==> src/rtl/xcvr_pkg.sv <==
package xcvr_pkg;
  localparam int unsigned SEC_W_DEF = 8;
  localparam int unsigned N_SEC_DEF = 2;

  typedef struct packed {
    logic en_n;
    logic cap_n;
    logic drv_n;
  } dir_ctrl_t;
endpackage

==> src/rtl/xcvr_bus_hold.sv <==
module xcvr_bus_hold #(
  parameter int unsigned W = 16
) (
  input  logic         clk_i,
  input  logic         rst_ni,
  input  logic [W-1:0] data_i,
  input  logic [W-1:0] valid_i,
  output logic [W-1:0] eff_o
);
  logic [W-1:0] held_q;

  always_ff @(posedge clk_i or negedge rst_ni) begin
    if (!rst_ni) held_q <= '0;
    else         held_q <= eff_o;
  end

  assign eff_o = (data_i & valid_i) | (held_q & ~valid_i);


  hold_stable_chk: assert property (@(posedge clk_i) disable iff (!rst_ni)
    (valid_i == '0) && $past(valid_i == '0) |-> $stable(eff_o));

  hold_last_chk: assert property (@(posedge clk_i) disable iff (!rst_ni)
    $past(valid_i == '1) && (valid_i == '0) |-> eff_o == $past(data_i));
endmodule

==> src/rtl/xcvr_dir_latch.sv <==
module xcvr_dir_latch
  import xcvr_pkg::*;
#(
  parameter int unsigned W = 8
) (
  input  logic      clk_i,
  input  logic      rst_ni,
  input  dir_ctrl_t ctrl_i,
  input  logic      power_good_i,
  input  logic [W-1:0] d_i,
  output logic [W-1:0] q_o,
  output logic      open_o,
  output logic      drive_o
);
  logic [W-1:0] store_q;

  // gate is the NOR of enable and capture
  assign open_o  = ~(ctrl_i.en_n | ctrl_i.cap_n);
  assign drive_o = power_good_i & ~ctrl_i.en_n & ~ctrl_i.drv_n;
  assign q_o     = open_o ? d_i : store_q;

  always_ff @(posedge clk_i or negedge rst_ni) begin
    if (!rst_ni)     store_q <= '0;
    else if (open_o) store_q <= d_i;
  end


  closed_hold_chk: assert property (@(posedge clk_i) disable iff (!rst_ni)
    !open_o && $past(!open_o) |-> $stable(q_o));

  en_high_closed_chk: assert property (@(posedge clk_i) disable iff (!rst_ni)
    ctrl_i.en_n |-> !open_o && !drive_o);
endmodule

==> src/rtl/xcvr_section.sv <==
module xcvr_section
  import xcvr_pkg::*;
#(
  parameter int unsigned W = 8
) (
  input  logic      clk_i,
  input  logic      rst_ni,
  input  logic      power_good_i,
  input  dir_ctrl_t ab_ctrl_i,
  input  dir_ctrl_t ba_ctrl_i,
  input  logic [W-1:0] a_eff_i,
  input  logic [W-1:0] b_eff_i,
  output logic [W-1:0] a_o,
  output logic [W-1:0] a_oe_o,
  output logic [W-1:0] b_o,
  output logic [W-1:0] b_oe_o,
  output logic      contention_o
);
  logic ab_open, ab_drive, ba_open, ba_drive;

  xcvr_dir_latch #(.W(W)) i_ab (
    .clk_i, .rst_ni, .ctrl_i(ab_ctrl_i), .power_good_i,
    .d_i(a_eff_i), .q_o(b_o), .open_o(ab_open), .drive_o(ab_drive)
  );

  xcvr_dir_latch #(.W(W)) i_ba (
    .clk_i, .rst_ni, .ctrl_i(ba_ctrl_i), .power_good_i,
    .d_i(b_eff_i), .q_o(a_o), .open_o(ba_open), .drive_o(ba_drive)
  );

  assign b_oe_o       = {W{ab_drive}};
  assign a_oe_o       = {W{ba_drive}};
  assign contention_o = ab_open & ba_open & ab_drive & ba_drive;


  b_drive_gate_chk: assert property (@(posedge clk_i) disable iff (!rst_ni)
    (ab_ctrl_i.en_n || ab_ctrl_i.drv_n) |-> b_oe_o == '0);

  a_drive_gate_chk: assert property (@(posedge clk_i) disable iff (!rst_ni)
    (ba_ctrl_i.en_n || ba_ctrl_i.drv_n) |-> a_oe_o == '0);

  contention_chk: assert property (@(posedge clk_i) disable iff (!rst_ni)
    contention_o |-> (a_oe_o != '0) && (b_oe_o != '0));
endmodule

==> src/rtl/xcvr_latched_bidir.sv <==
module xcvr_latched_bidir
  import xcvr_pkg::*;
#(
  parameter int unsigned SEC_W = SEC_W_DEF,
  parameter int unsigned N_SEC = N_SEC_DEF,
  localparam int unsigned W    = SEC_W * N_SEC
) (
  input  logic             clk_i,
  input  logic             rst_ni,
  input  logic             power_good_i,
  input  logic [N_SEC-1:0] ab_en_ni,
  input  logic [N_SEC-1:0] ab_cap_ni,
  input  logic [N_SEC-1:0] ab_drv_ni,
  input  logic [N_SEC-1:0] ba_en_ni,
  input  logic [N_SEC-1:0] ba_cap_ni,
  input  logic [N_SEC-1:0] ba_drv_ni,
  input  logic [W-1:0]     a_i,
  input  logic [W-1:0]     a_valid_i,
  output logic [W-1:0]     a_o,
  output logic [W-1:0]     a_oe_o,
  input  logic [W-1:0]     b_i,
  input  logic [W-1:0]     b_valid_i,
  output logic [W-1:0]     b_o,
  output logic [W-1:0]     b_oe_o,
  output logic [N_SEC-1:0] contention_o
);
  logic [W-1:0] a_eff, b_eff;

  xcvr_bus_hold #(.W(W)) i_hold_a (
    .clk_i, .rst_ni, .data_i(a_i), .valid_i(a_valid_i), .eff_o(a_eff)
  );
  xcvr_bus_hold #(.W(W)) i_hold_b (
    .clk_i, .rst_ni, .data_i(b_i), .valid_i(b_valid_i), .eff_o(b_eff)
  );

  for (genvar s = 0; s < N_SEC; s++) begin : g_sec
    dir_ctrl_t ab_ctrl, ba_ctrl;
    assign ab_ctrl = '{en_n: ab_en_ni[s], cap_n: ab_cap_ni[s], drv_n: ab_drv_ni[s]};
    assign ba_ctrl = '{en_n: ba_en_ni[s], cap_n: ba_cap_ni[s], drv_n: ba_drv_ni[s]};

    xcvr_section #(.W(SEC_W)) i_sec (
      .clk_i, .rst_ni, .power_good_i,
      .ab_ctrl_i   (ab_ctrl),
      .ba_ctrl_i   (ba_ctrl),
      .a_eff_i     (a_eff[s*SEC_W +: SEC_W]),
      .b_eff_i     (b_eff[s*SEC_W +: SEC_W]),
      .a_o         (a_o[s*SEC_W +: SEC_W]),
      .a_oe_o      (a_oe_o[s*SEC_W +: SEC_W]),
      .b_o         (b_o[s*SEC_W +: SEC_W]),
      .b_oe_o      (b_oe_o[s*SEC_W +: SEC_W]),
      .contention_o(contention_o[s])
    );
  end


  power_off_chk: assert property (@(posedge clk_i) disable iff (!rst_ni)
    !power_good_i |-> (a_oe_o == '0) && (b_oe_o == '0) && (contention_o == '0));
endmodule

==> config.mk <==
export PLATFORM = sky130hd
export DESIGN_NAME = xcvr_latched_bidir
export DESIGN_NICKNAME = d
export VERILOG_FILES = /design/src/rtl/xcvr_pkg.sv /design/src/rtl/xcvr_bus_hold.sv /design/src/rtl/xcvr_dir_latch.sv /design/src/rtl/xcvr_section.sv /design/src/rtl/xcvr_latched_bidir.sv
export SDC_FILE = /design/constraint.sdc
export NUM_CORES = 1
export LEC_CHECK = 0
export CAP_MARGIN = 40
export CORE_ASPECT_RATIO = 0.6
export CORE_MARGIN = 1
export CORE_UTILIZATION = 43
export DETAILED_ROUTE_END_ITERATION = 16
export GPL_TIMING_DRIVEN = 0
export PLACE_DENSITY = 0.86
export SLEW_MARGIN = 20
export SYNTH_ARGS = -nofsm -noshare
export SYNTH_HDL_FRONTEND = slang
export SYNTH_HIERARCHICAL = 1
export SYNTH_SLANG_ARGS = --single-unit
==> constraint.sdc <==
create_clock -name clk_i -period 1.9 [get_ports clk_i]
set_clock_uncertainty 0.05 [all_clocks]
set_input_delay 0.19 -clock clk_i [delete_from_list [all_inputs] [get_ports clk_i]]
set_output_delay 0.19 -clock clk_i [all_outputs]
set_load 0.01 [all_outputs]
==> impl_metrics.toml <==
[clocking]
insertion_delay_ps = 340
clk_pin_slew_ps = 70
cts_tree = "built"
clock_sinks = 64
max-clock-path-buffers = 2
htree_levels = 3
cts_buffers = 9
cts_root_buffer = "clkbuf_8"

[sta]
relSlewSlack = 0.742
hold_violations = 0
slew_violations = 0
fin_ws_ps = 53.9
fin_crit_sh = 0.972
setup_viol = 0
fin_crit_ps = 1850
worstMarginPinSlew_ps = 386
max_freq_ghz = 0.542

[drt]
ant_nets = 0
via_per_inst = 4.56
routed_wl_mm = 7.02
via_count = 2007
drtIter0Drc = 43
dr.pass1.iters = 4
drc = 0
wl_per_cell_um = 16.0

[global_route]
grt_pass1_wl_mm = 10.8
grt-busiest-layer = "met2"
grtUsageMet2 = 0.355
grt-ovfl-total = 0
grt.met3_usage = 0.0980
antenna_found_initial = 0
grt_use_total = 0.214
first_global_vias = 2199
grt_max_degree = 36
grt_util_met1 = 0.245

[floorplanning]
row_count = 22
die_area_um2 = 6790
start_util = 0.450
die_h_um = 64.2
io_pins = 145
dieWidth_um = 106
coreArea_um2 = 6170

[power_and_ir_drop]
power_frac_clock = 0.346
power_switching_uw = 937
pwr-share-comb = 0.243
leakage_uw = 0.00250
sw_frac_of_total = 0.239
ir_drop_mv = 0.482
power.density_nw_per_um2 = 811
p_seq_frac = 0.411
p_int_uw = 2990

[logic_synthesis]
synth_area_um2 = 2780
synth_edf_count = 0
synth_top_cells_by_count = "dfrtp_1, buf_4, mux2_2, mux2_4"
synthTopCellsByArea = "dfrtp_1, mux2_4, mux2_2"
avgSynthCellArea_um2 = 16.3
async_flop_share = 1.00
seq_area_frac_synth = 0.577
yosysWarnings = 6
syn_nets = 249
ys.flop_type = "dfrtp_1"
synthCells = 170
synth_top_area_share = 0.577
yosysTopAreaCell = "dfrtp_1"
netlist-cell-type-count = 7
synth_most_common_cell = "dfrtp_1"
ys_ff_latch = 64

[worst_setup_path]
critPathMaxFanout = 3
crit_path_end_kind = "output port"
crit_type = "in -> out"
arrival_ps = 1610
cp.required_ps = 1660
crit_path_start_kind = "primary input"
r2r_slack_ps = 790

[layout]
ff_latch_area_um2 = 1600
fill_cells = 398
n_antenna_cell = 0
nets = 430
area_growth_pct = 74.5
multiInputGateArea_um2 = 991
drive_gt1_frac = 0.413
final_cell_area_um2 = 4840

[run]
maxCapViolCount = 0

[hold_path]
hp-class = "in -> async"

[placed_design]
hpwlAfterDp_mm = 4.84
gp_congestion = 0.709
port_buffers = 144
place_ws_ps = -651
dpl_cell_area_um2 = 4350

[status]
outcome = "finished clean"
-- path summary, 6_finish.rpt --
check,startpoint,to,depth (start not counted)
min,rst_ni,i_hold_a/held_q[7],2
max in group asynchronous,rst_ni,i_hold_b/held_q[5],3
min reg2reg,i_hold_a/held_q[8],i_hold_a/held_q[8],1
min in group clk_i,b_i[12],i_hold_b/held_q[12],2
max reg2reg,i_hold_b/held_q[11],g_sec[1].i_sec/i_ba/store_q[3],2
max,ba_drv_ni[1],a_oe_o[10],7
-- state kept, by name (all words and copies together) (netlist names) --
| name | count |
|---|---|
| i_hold_b/held_q | 16 |
| g_sec.i_sec/i_ab/store_q | 16 |
| g_sec.i_sec/i_ba/store_q | 16 |
| i_hold_a/held_q | 16 |
-- through the flow --
step | TNS [ps] | utilization | std cells | power (uW) | hold WS, ps
floorplan | 0 | - | 170 | 2050 | -156
global placement | -119270 | 0.701 | 398 | 2620 | 424
detailed placement | -22880 | 0.705 | 401 | 2650 | 92.8
CTS | 0 | 0.769 | 433 | 3960 | 276
global route | -4.74 | 0.785 | 440 | 4110 | 304
finish | 0 | 0.785 | 440 | 3930 | 281
-- logic make-up after synthesis --
logic type,count (synthesis),synth area share
muxes,64,0.303
DFF,64,0.577
buffers and inverters,32,0.0866
and+or+nand+nor,10,0.0334
-- layout by cell type, fill, tap and decap left out --
master,count
clkinvlp_4,2
dlymetal6s2s_1,15
and4_1,2
clkbuf_8,12
nor3b_2,1
nor2_4,4
dlygate4sd3_1,1
mux2_4,32
mux2_2,32
bufinv_16,2
buf_4,52
dlygate4sd2_1,46
dfrtp_1,64
buf_12,4
nor3b_4,4
buf_6,2
clkdlybuf4s50_1,79
clkdlybuf4s15_1,2
-- routing by layer --
| metal | routed length, um | vias up | share of wire |
|---|---|---|---|
| met5 | 0 | - | 0 |
| met4 | 114 | 0 | 0.016 |
| met3 | 708 | 12 | 0.10 |
| met2 | 3370 | 97 | 0.48 |
| met1 | 2830 | 974 | 0.40 |
| li1 | - | 924 | - |
-- power by group through the flow --
stage | clock network (uW) | logic [uW] | registers (uW)
detailed placement | 0 | 1010 | 1640
global placement | 0 | 986 | 1630
CTS | 1390 | 952 | 1620
finish | 1360 | 955 | 1610
global route | 1450 | 1020 | 1630
floorplan | 0 | 436 | 1620
-- cell type report --
cell class                 instances  share of cell area
buffer                            32              0.0496
sequential                        64               0.331
tap                               84              0.0217
clock buffer                      12              0.0341
timing repair buffer             169               0.344
multi-input combinational         75               0.205
clock inverter                     4              0.0155
-- worst max-delay path, cell delays in order --
cell and delay, ps:
clkdlybuf4s50_1 440, nor3b_4 280, buf_6 140, buf_4 100, buf_4 110, buf_4 90, dlygate4sd2_1 250
-- timing repair --
action	in CTS	in global routing
hold endpoints to repair	29	0
gates resized for setup	59	19
pin swaps	8	4
setup endpoints to repair	66	25
setup buffers	14	7
hold buffers	1	0
gates cloned	1	0
No activity file was read; power rests on OpenSTA's default activity.
